`config.mk`:
```
export PLATFORM = sky130hd
export DESIGN_NAME = bitcount_decimator
export DESIGN_NICKNAME = d
export VERILOG_FILES = /design/src/rtl/sdd_pkg.sv /design/src/rtl/sdd_win_timer.sv /design/src/rtl/sdd_sat_accum.sv /design/src/rtl/sdd_result_reg.sv /design/src/rtl/bitcount_decimator.sv
export SDC_FILE = /design/constraint.sdc
export NUM_CORES = 1
export LEC_CHECK = 0
export BUFFER_PORTS_ARGS = -buffer_cell sky130_fd_sc_hd__buf_4
export CORE_UTILIZATION = 54
export DETAILED_ROUTE_END_ITERATION = 6
export GPL_TIMING_DRIVEN = 0
export PLACE_DENSITY = 0.72
export SYNTH_ARGS = -nofsm -noshare
export SYNTH_HDL_FRONTEND = slang
export SYNTH_SLANG_ARGS = --single-unit
```
`constraint.sdc`:
```
create_clock -name clk -period 4.6 [get_ports clk]
set_input_delay 0.23 -clock clk [delete_from_list [all_inputs] [get_ports clk]]
set_output_delay 0.23 -clock clk [all_outputs]
set_load 0.01 [all_outputs]
```
`src/rtl/sdd_pkg.sv`:
```
package sdd_pkg;

  // Pair encoding {bit, complement} that counts as a one-sample.
  localparam logic [1:0] PAIR_ONE = 2'b10;

  // A sample is a one only when the pair is consistent and high.
  function automatic logic pair_is_one(logic b, logic b_n);
    return ({b, b_n} == PAIR_ONE);
  endfunction

  // Width of a counter that must hold 0 .. n-1.
  function automatic int unsigned ctr_width(int unsigned n);
    return (n < 2) ? 1 : $clog2(n);
  endfunction

endpackage

```
`src/rtl/sdd_win_timer.sv`:
```
module sdd_win_timer #(
  parameter int unsigned WIN_LEN = 500
) (
  input  logic clk,
  input  logic rst,
  output logic latch_evt,
  output logic clear_evt
);
  localparam int unsigned CW = sdd_pkg::ctr_width(WIN_LEN);
  localparam logic [CW-1:0] LAST = CW'(WIN_LEN - 1);

  logic [CW-1:0] phase_q;

  // Window ends on the cycle carrying the last sample.
  assign latch_evt = (phase_q == LAST);

  always_ff @(posedge clk) begin
    if (rst) begin
      phase_q   <= '0;
      clear_evt <= 1'b0;
    end else begin
      phase_q   <= latch_evt ? '0 : phase_q + 1'b1;
      clear_evt <= latch_evt;
    end
  end
endmodule

```
`src/rtl/sdd_sat_accum.sv`:
```
module sdd_sat_accum #(
  parameter int unsigned ACC_W = 10
) (
  input  logic             clk,
  input  logic             rst,
  input  logic             sample_one,
  input  logic             clear_evt,
  output logic [ACC_W-1:0] acc_q,
  output logic [ACC_W-1:0] acc_next
);
  localparam logic [ACC_W-1:0] ACC_MAX = '1;

  // Saturating increment: full scale is sticky.
  function automatic logic [ACC_W-1:0] sat_step(logic [ACC_W-1:0] a, logic inc);
    if (a == ACC_MAX) return a;
    return a + ACC_W'(inc);
  endfunction

  always_comb begin
    if (clear_evt) acc_next = ACC_W'(sample_one);
    else           acc_next = sat_step(acc_q, sample_one);
  end

  always_ff @(posedge clk) begin
    if (rst) acc_q <= '0;
    else     acc_q <= acc_next;
  end
endmodule

```
`src/rtl/sdd_result_reg.sv`:
```
module sdd_result_reg #(
  parameter int unsigned ACC_W = 10
) (
  input  logic             clk,
  input  logic             rst,
  input  logic             latch_evt,
  input  logic [ACC_W-1:0] count_in,
  output logic [ACC_W-1:0] res_word,
  output logic             res_valid
);
  always_ff @(posedge clk) begin
    if (rst) begin
      res_word  <= '0;
      res_valid <= 1'b0;
    end else begin
      res_valid <= latch_evt;
      if (latch_evt) res_word <= count_in;
    end
  end
endmodule

```
`src/rtl/bitcount_decimator.sv`:
```
module bitcount_decimator #(
  parameter int unsigned WIN_LEN = 500,
  parameter int unsigned ACC_W   = 10
) (
  input  logic             clk,
  input  logic             rst,
  input  logic             mod_bit,
  input  logic             mod_bit_n,
  output logic [ACC_W-1:0] res_word,
  output logic             res_valid
);
  logic             sample_one;
  logic             latch_evt;
  logic             clear_evt;
  logic [ACC_W-1:0] acc_q;
  logic [ACC_W-1:0] acc_next;

  assign sample_one = sdd_pkg::pair_is_one(mod_bit, mod_bit_n);

  sdd_win_timer #(.WIN_LEN(WIN_LEN)) u_timer (
    .clk       (clk),
    .rst       (rst),
    .latch_evt (latch_evt),
    .clear_evt (clear_evt)
  );

  sdd_sat_accum #(.ACC_W(ACC_W)) u_accum (
    .clk        (clk),
    .rst        (rst),
    .sample_one (sample_one),
    .clear_evt  (clear_evt),
    .acc_q      (acc_q),
    .acc_next   (acc_next)
  );

  sdd_result_reg #(.ACC_W(ACC_W)) u_result (
    .clk       (clk),
    .rst       (rst),
    .latch_evt (latch_evt),
    .count_in  (acc_next),
    .res_word  (res_word),
    .res_valid (res_valid)
  );
endmodule

```
== Yosys cells after proc, flatten, opt, wreduce, memory -nomap -nowiden ==
Cells that the tools add are included.

* Reductions and logical operators: 1
* Add/subtract/negate cells: 2
* Muxes and demuxes: 5
* Eq/ne operators: 3

{| class="wikitable"
|+ Operators with widths
! cell !! number
|-
| 2-to-1 mux 10 bit || 3
|-
| adder 10 x 1 -> 10 bit || 1
|-
| == test 10 bit (second input constant) || 1
|-
| adder 9 x 1 -> 9 bit (second input constant) || 1
|-
| == test 9 bit (second input constant) || 1
|-
| == test 2 bit (second input constant) || 1
|-
| 2-to-1 mux 1 bit || 2
|-
| OR reduction 2 bit || 1
|}

* Register bits: 30
* Word-level logic and storage cells: 15
* Output and inout bits: 11
* Input port bits: 4

== Longest topological paths before layout ==
* Depth in word-level cells: 5
* Gate-level depth with buffers: 7
* Mapped depth without buffers: 7

== By module ==
A second synthesis with hierarchy kept.

* Cell total of the unflattened synthesis: 153
* Area total of the unflattened synthesis: 1471.4 um2

{| class="wikitable"
|+ By module, submodules not included
! module !! cells an instance !! area an instance (um2) !! sequential area each (um2) !! instances
|-
| sdd_sat_accum || 72 || 634.4 || 200.2 || 1
|-
| sdd_win_timer || 46 || 442.9 || 200.2 || 1
|-
| sdd_result_reg || 34 || 380.4 || 220.2 || 1
|-
| bitcount_decimator || 1 || 13.8 || 0.0 || 1
|}

== Worst setup path after synthesis ==
Ideal clock, no wire load.

* Path kind: in2reg
* Start: input port mod_bit
* End: register u_result.res_word[8]
* Path buffers: 0
* Library setup time: 124 ps
* Required time: 4476 ps
* Slack: 3102 ps
* Arrival time: 1374 ps
* Stages: 7
* Path through: nor2b_1 -> ha_1 -> ha_1 -> and4_2 -> nand4_1 -> mux2i_1 -> o21ai_0

* Word-level cells in the longest chain between the ends: 4

{| class="wikitable"
|+ Ends and longest elaborated chain
! what !! line !! source
|-
| start, declared || bitcount_decimator.sv:7 || <nowiki>input logic mod_bit,</nowiki>
|-
| == test 2 bit || sdd_pkg.sv:8 || <nowiki>return ({b, b_n} == PAIR_ONE);</nowiki>
|-
| adder 10 x 1 -> 10 bit || sdd_sat_accum.sv:16 || <nowiki>return a + ACC_W'(inc);</nowiki>
|-
| 2-to-1 mux 10 bit || sdd_sat_accum.sv:16 ||
|-
| 2-to-1 mux 10 bit || sdd_sat_accum.sv:20 || <nowiki>if (clear_evt) acc_next = ACC_W'(sample_one);</nowiki>
|-
| end signal, assigned || sdd_result_reg.sv:17 || <nowiki>if (latch_evt) res_word <= count_in;</nowiki>
|-
| end, declared || sdd_result_reg.sv:8 || <nowiki>output logic [ACC_W-1:0] res_word,</nowiki>
|}

No other way between the ends.
A chain may end at the register's enable or synchronous reset.

== Worst setup path after layout ==
* Start: register u_accum.acc_q[0]
* End: register u_result.res_word[8]

* Word-level cells in the longest chain between the ends: 5
* Elaborated cells between the ends (all ways): 6
* Those cells by class: add/sub: 1; eq/ne: 1; mux: 4

{| class="wikitable"
|+ Ends and longest elaborated chain
! what !! line !! source
|-
| start, declared || sdd_sat_accum.sv:8 || <nowiki>output logic [ACC_W-1:0] acc_q,</nowiki>
|-
| start signal, assigned || sdd_sat_accum.sv:26 || <nowiki>else acc_q <= acc_next;</nowiki>
|-
| parallel branches: the longest is 3 deep, another holds adder 10 x 1 -> 10 bit || n/a ||
|-
| 2-to-1 mux 10 bit (*) || sdd_sat_accum.sv:16 ||
|-
| 2-to-1 mux 10 bit (*) || sdd_sat_accum.sv:20 ||
|}

Every way passes the cells marked *. The select of a mux whose other input is x is not followed.

==> metrics.md <==
| Metric | Value |
|---|---|
| CTS tree | yes |
| Clk Latency, worst-skew pair | 320 ps |
| DR vias/cell | 5.69 |
| Worst path cell trace | ha_1, ha_1, and4_2, nand4_1, mux2i_1, o21ai_0 |
| Total Power | 0.445 mW |
| Most frequent cell after synthesis | dfxtp_1 |
| R2R Setup Slk | 2900 ps |
| Syn Nets | 139 |
| Worst Skew | 2.55 ps |
| VDD IR max | 0.000227 V |
| Diode count | 0 |
| RSZ-0062 raised after global routing | no |
| Initial Util | 56.8% |
| Crit path required time | 4810 ps |
| Fin crit period | 1700 ps |
| Reg2Reg Depth | 6 |
| Yosys warning total | 0 |
| Flip-flop and latch area | 601 um^2 |
| Avg WL per Cell | 13.7 um |
| Clk sinks | 30 |
| Synth Area per Inst | 9.42 um^2 |
| Final Hold Vio Count | 0 |
| GRT Residual Overflow | 0 |
| Primary FF master, synth | dfxtp_1 |
| Ys async rst share | 0% |
| CTS Hold Bufs | 0 |
| Post-synthesis mux area share | 1.61% |
| Clk root buf | clkbuf_4 |
| Pint | 0.345 mW |
| Run status | finished clean |
| Met3 Use GR | 8.33% |
| Seq pwr share | 59.9% |
| Synth top area cells | dfxtp_1, nor2_1, nand2_1, ha_1, o21ai_0 |
| Initial antenna violation count | 0 |
| Combinational share of power | 3.8% |
| Reg2reg end | u_result.res_word[8] |
| I/O Buffers | 14 |
| Clock transition at path regs | 90 ps |
| Main combinational cell family by area after synthesis | simple AND/OR/NAND/NOR gates |
| Tcrit/Tclk final | 36.9% |
| Most common cell on crit path | ha_1 |
| Post-Syn Area | 1240 um^2 |
| Post-CTS Resized | 0 |
| Worst setup SP type | register |
| P_sw | 0.100 mW |
| Pwr Density | 308 nW/um^2 |
| Rows | 17 |
| DP Wirelength | 1.91 mm |
| CTS H-tree lvls | 2 |
| Compound-gate portion of the synthesized area | 12.1% |
| List of most frequent post-synthesis cells | dfxtp_1, nor2_1, nand2_1 |
| Min-delay src | rst |
| Worst R2R Start | u_accum.acc_q[0] |
| Simple-Gate Fraction of Synth Area | 29.2% |
| Crit-path slowest cell | dfxtp_1 |
| Syn Inst Count | 132 |
| Vias in the first global route | 991 |
| Max-slew violation count | 0 |
| Boundary Pins | 15 |
| Worst Hold End | u_result.res_word[0] |
| CTS buffer count | 5 |
| Switching power share of the total | 22.5% |
| Met2 Track Usage GR | 42.0% |
| Die height | 50.0 um |
| Final TNS setup | 0 ps |
| Area leader, netlist | dfxtp_1 |
| Hold WC Path Type | input port to register |
| Max stage delay on crit path | 340 ps |
| Sequential share of the synthesized area | 48.3% |
| Multi-input gate area | 632 um^2 |
| Post-CTS setup buffer count | 0 |
| Initial DRC count | 20 |
| WL final | 2.49 mm |
| Width of the die | 50.0 um |
| Nets | 160 |
| Clock share of power | 36.3% |
| Clock Tree Buf Depth | 2 |
| TritonRoute pass-1 iters | 4 |
| Routing usage on met1 | 23.4% |
| Leakage power | 0.580 nW |
| Remaining DRCs | 0 |
| Die area | 2500 um^2 |
| # setup viols final | 0 |
| Via Count | 1,035 |
| Area of the core | 2190 um^2 |
| GRT Total Usage | 23.3% |
| Worst path arrival time | 1910 ps |
| Largest net degree at the start of global routing | 11 |
| First-pass GRT wire length | 4.26 mm |
| Yosys cell types | 33 |
| Final WS setup | 2900 ps |
| CP Capture Type | register |
| EDFF count, synth | 0 |
| XOR/XNOR Fraction of Synth Area | 4.93% |
| Hold-critical path depth | 2 |
| Share of cells above drive strength 1 | 21.4% |
| Synth top area share | 48.3% |
| Slew HR | 67.8% |
| DP Worst Slack | 2800 ps |
| Worst Tran Pin Value | 483 ps |
| Fmax | 589 MHz |
| FILL cells | 198 |
| Post-synthesis adder-cell area fraction | 3.02% |
| #FFs+latches synth | 30 |
| CP max FO | 4 |
| DRT antenna net count | 0 |
| Most Crowded Layer GR | met2 |
| Maxcap violations | 0 |
| Area delta synth->final | 16.1% |
| GP Congestion | 0.756 |
| Kind of critical path | register to register |
## state kept, by name, summed over array words and instances (netlist names)
signal,flops
u_timer.phase_q,9
u_result.res_valid,1
u_accum.acc_q,10
u_result.res_word,10
## metrics by stage
| step | cells | area (um^2) | util, % | hold WS [ps] |
|---|---|---|---|---|
| 2_1_floorplan | 132 | 1240 | - | 295 |
| 3_3_place_gp | 174 | 1380 | 63.2 | 434 |
| 3_5_place_dp | 174 | 1380 | 63.2 | 439 |
| 4_1_cts | 182 | 1440 | 65.9 | 84.3 |
| 5_1_grt | 182 | 1440 | 65.9 | 89.0 |
| 6_report | 182 | 1440 | 65.9 | 95.2 |
## final cells by class
class / instances / share of cell area [%]
multi-input cells: 99 / 43.8
flip-flops and latches: 30 / 41.6
plain buffers: 3 / 0.780
repair buffers: 14 / 7.28
clock inverters: 1 / 0.347
well taps: 28 / 2.43
clock buffers: 7 / 3.81
## critical path, delay by kind of cell (launching register included)
family / cells / cell delay [ps]
AO/OA/AOI/OAI: 1 / 130
adder cells (fa/ha/maj): 2 / 440
flip-flops: 1 / 340
multiplexers: 1 / 280
AND/OR/NAND/NOR: 2 / 380
## metal layers
metal / share of wire [%] / wire, um / up-vias
met5: 0 / 0 / -
met4: 2.0 / 51 / 0
met3: 4.4 / 109 / 9
met2: 52 / 1310 / 26
met1: 41 / 1020 / 481
li1: - / - / 519
## cells in the final DEF, fill, tap and decap left out, types with 2 or more instances in the layout
| cell | count |
|---|---|
| xnor2_1 | 4 |
| mux2i_1 | 2 |
| nand4_1 | 5 |
| and3_1 | 4 |
| nor2_1 | 18 |
| nor2b_1 | 2 |
| o21ai_0 | 7 |
| o2111ai_1 | 2 |
| nor3_1 | 3 |
| dfxtp_1 | 30 |
| nand2_1 | 13 |
| ha_1 | 3 |
| or2_2 | 4 |
| a31oi_1 | 3 |
| and4_1 | 2 |
| clkbuf_4 | 5 |
| and2_1 | 4 |
| and4_2 | 2 |
| nand3_1 | 4 |
| clkbuf_1 | 4 |
| xor2_1 | 3 |
| a32o_1 | 2 |
| buf_4 | 14 |
## worst max path at each step
stage,from,end,slack [ps]
CTS,u_timer.phase_q[0],u_timer.phase_q[7],2880
finish,u_accum.acc_q[0],u_result.res_word[8],2900
global placement,mod_bit,u_result.res_word[8],2820
floorplan,mod_bit,u_result.res_word[8],3100
detailed placement,mod_bit,u_result.res_word[8],2800
global route,u_timer.phase_q[0],u_timer.phase_q[2],2760
## power groups by stage
stage | Combinational [mW] | Clock [mW] | Sequential, mW
after floorplan | 0.0116 | 0 | 0.271
after global placement | 0.0165 | 0 | 0.272
after detailed placement | 0.0171 | 0 | 0.273
after CTS | 0.0171 | 0.167 | 0.267
after global routing | 0.0192 | 0.174 | 0.267
final | 0.0169 | 0.161 | 0.266
## cell families (layout without fill, tap and decap cells)
family | Yosys count | after routing
xor gates and xnor gates | 7 | 7
AOI/OAI and AO/OA | 21 | 21
muxes | 2 | 2
DFF | 30 | 30
adders and majority gates | 3 | 3
buffers and inverters | 3 | 25
and+or+nand+nor | 66 | 66
Power figures use the tool's default switching activity.
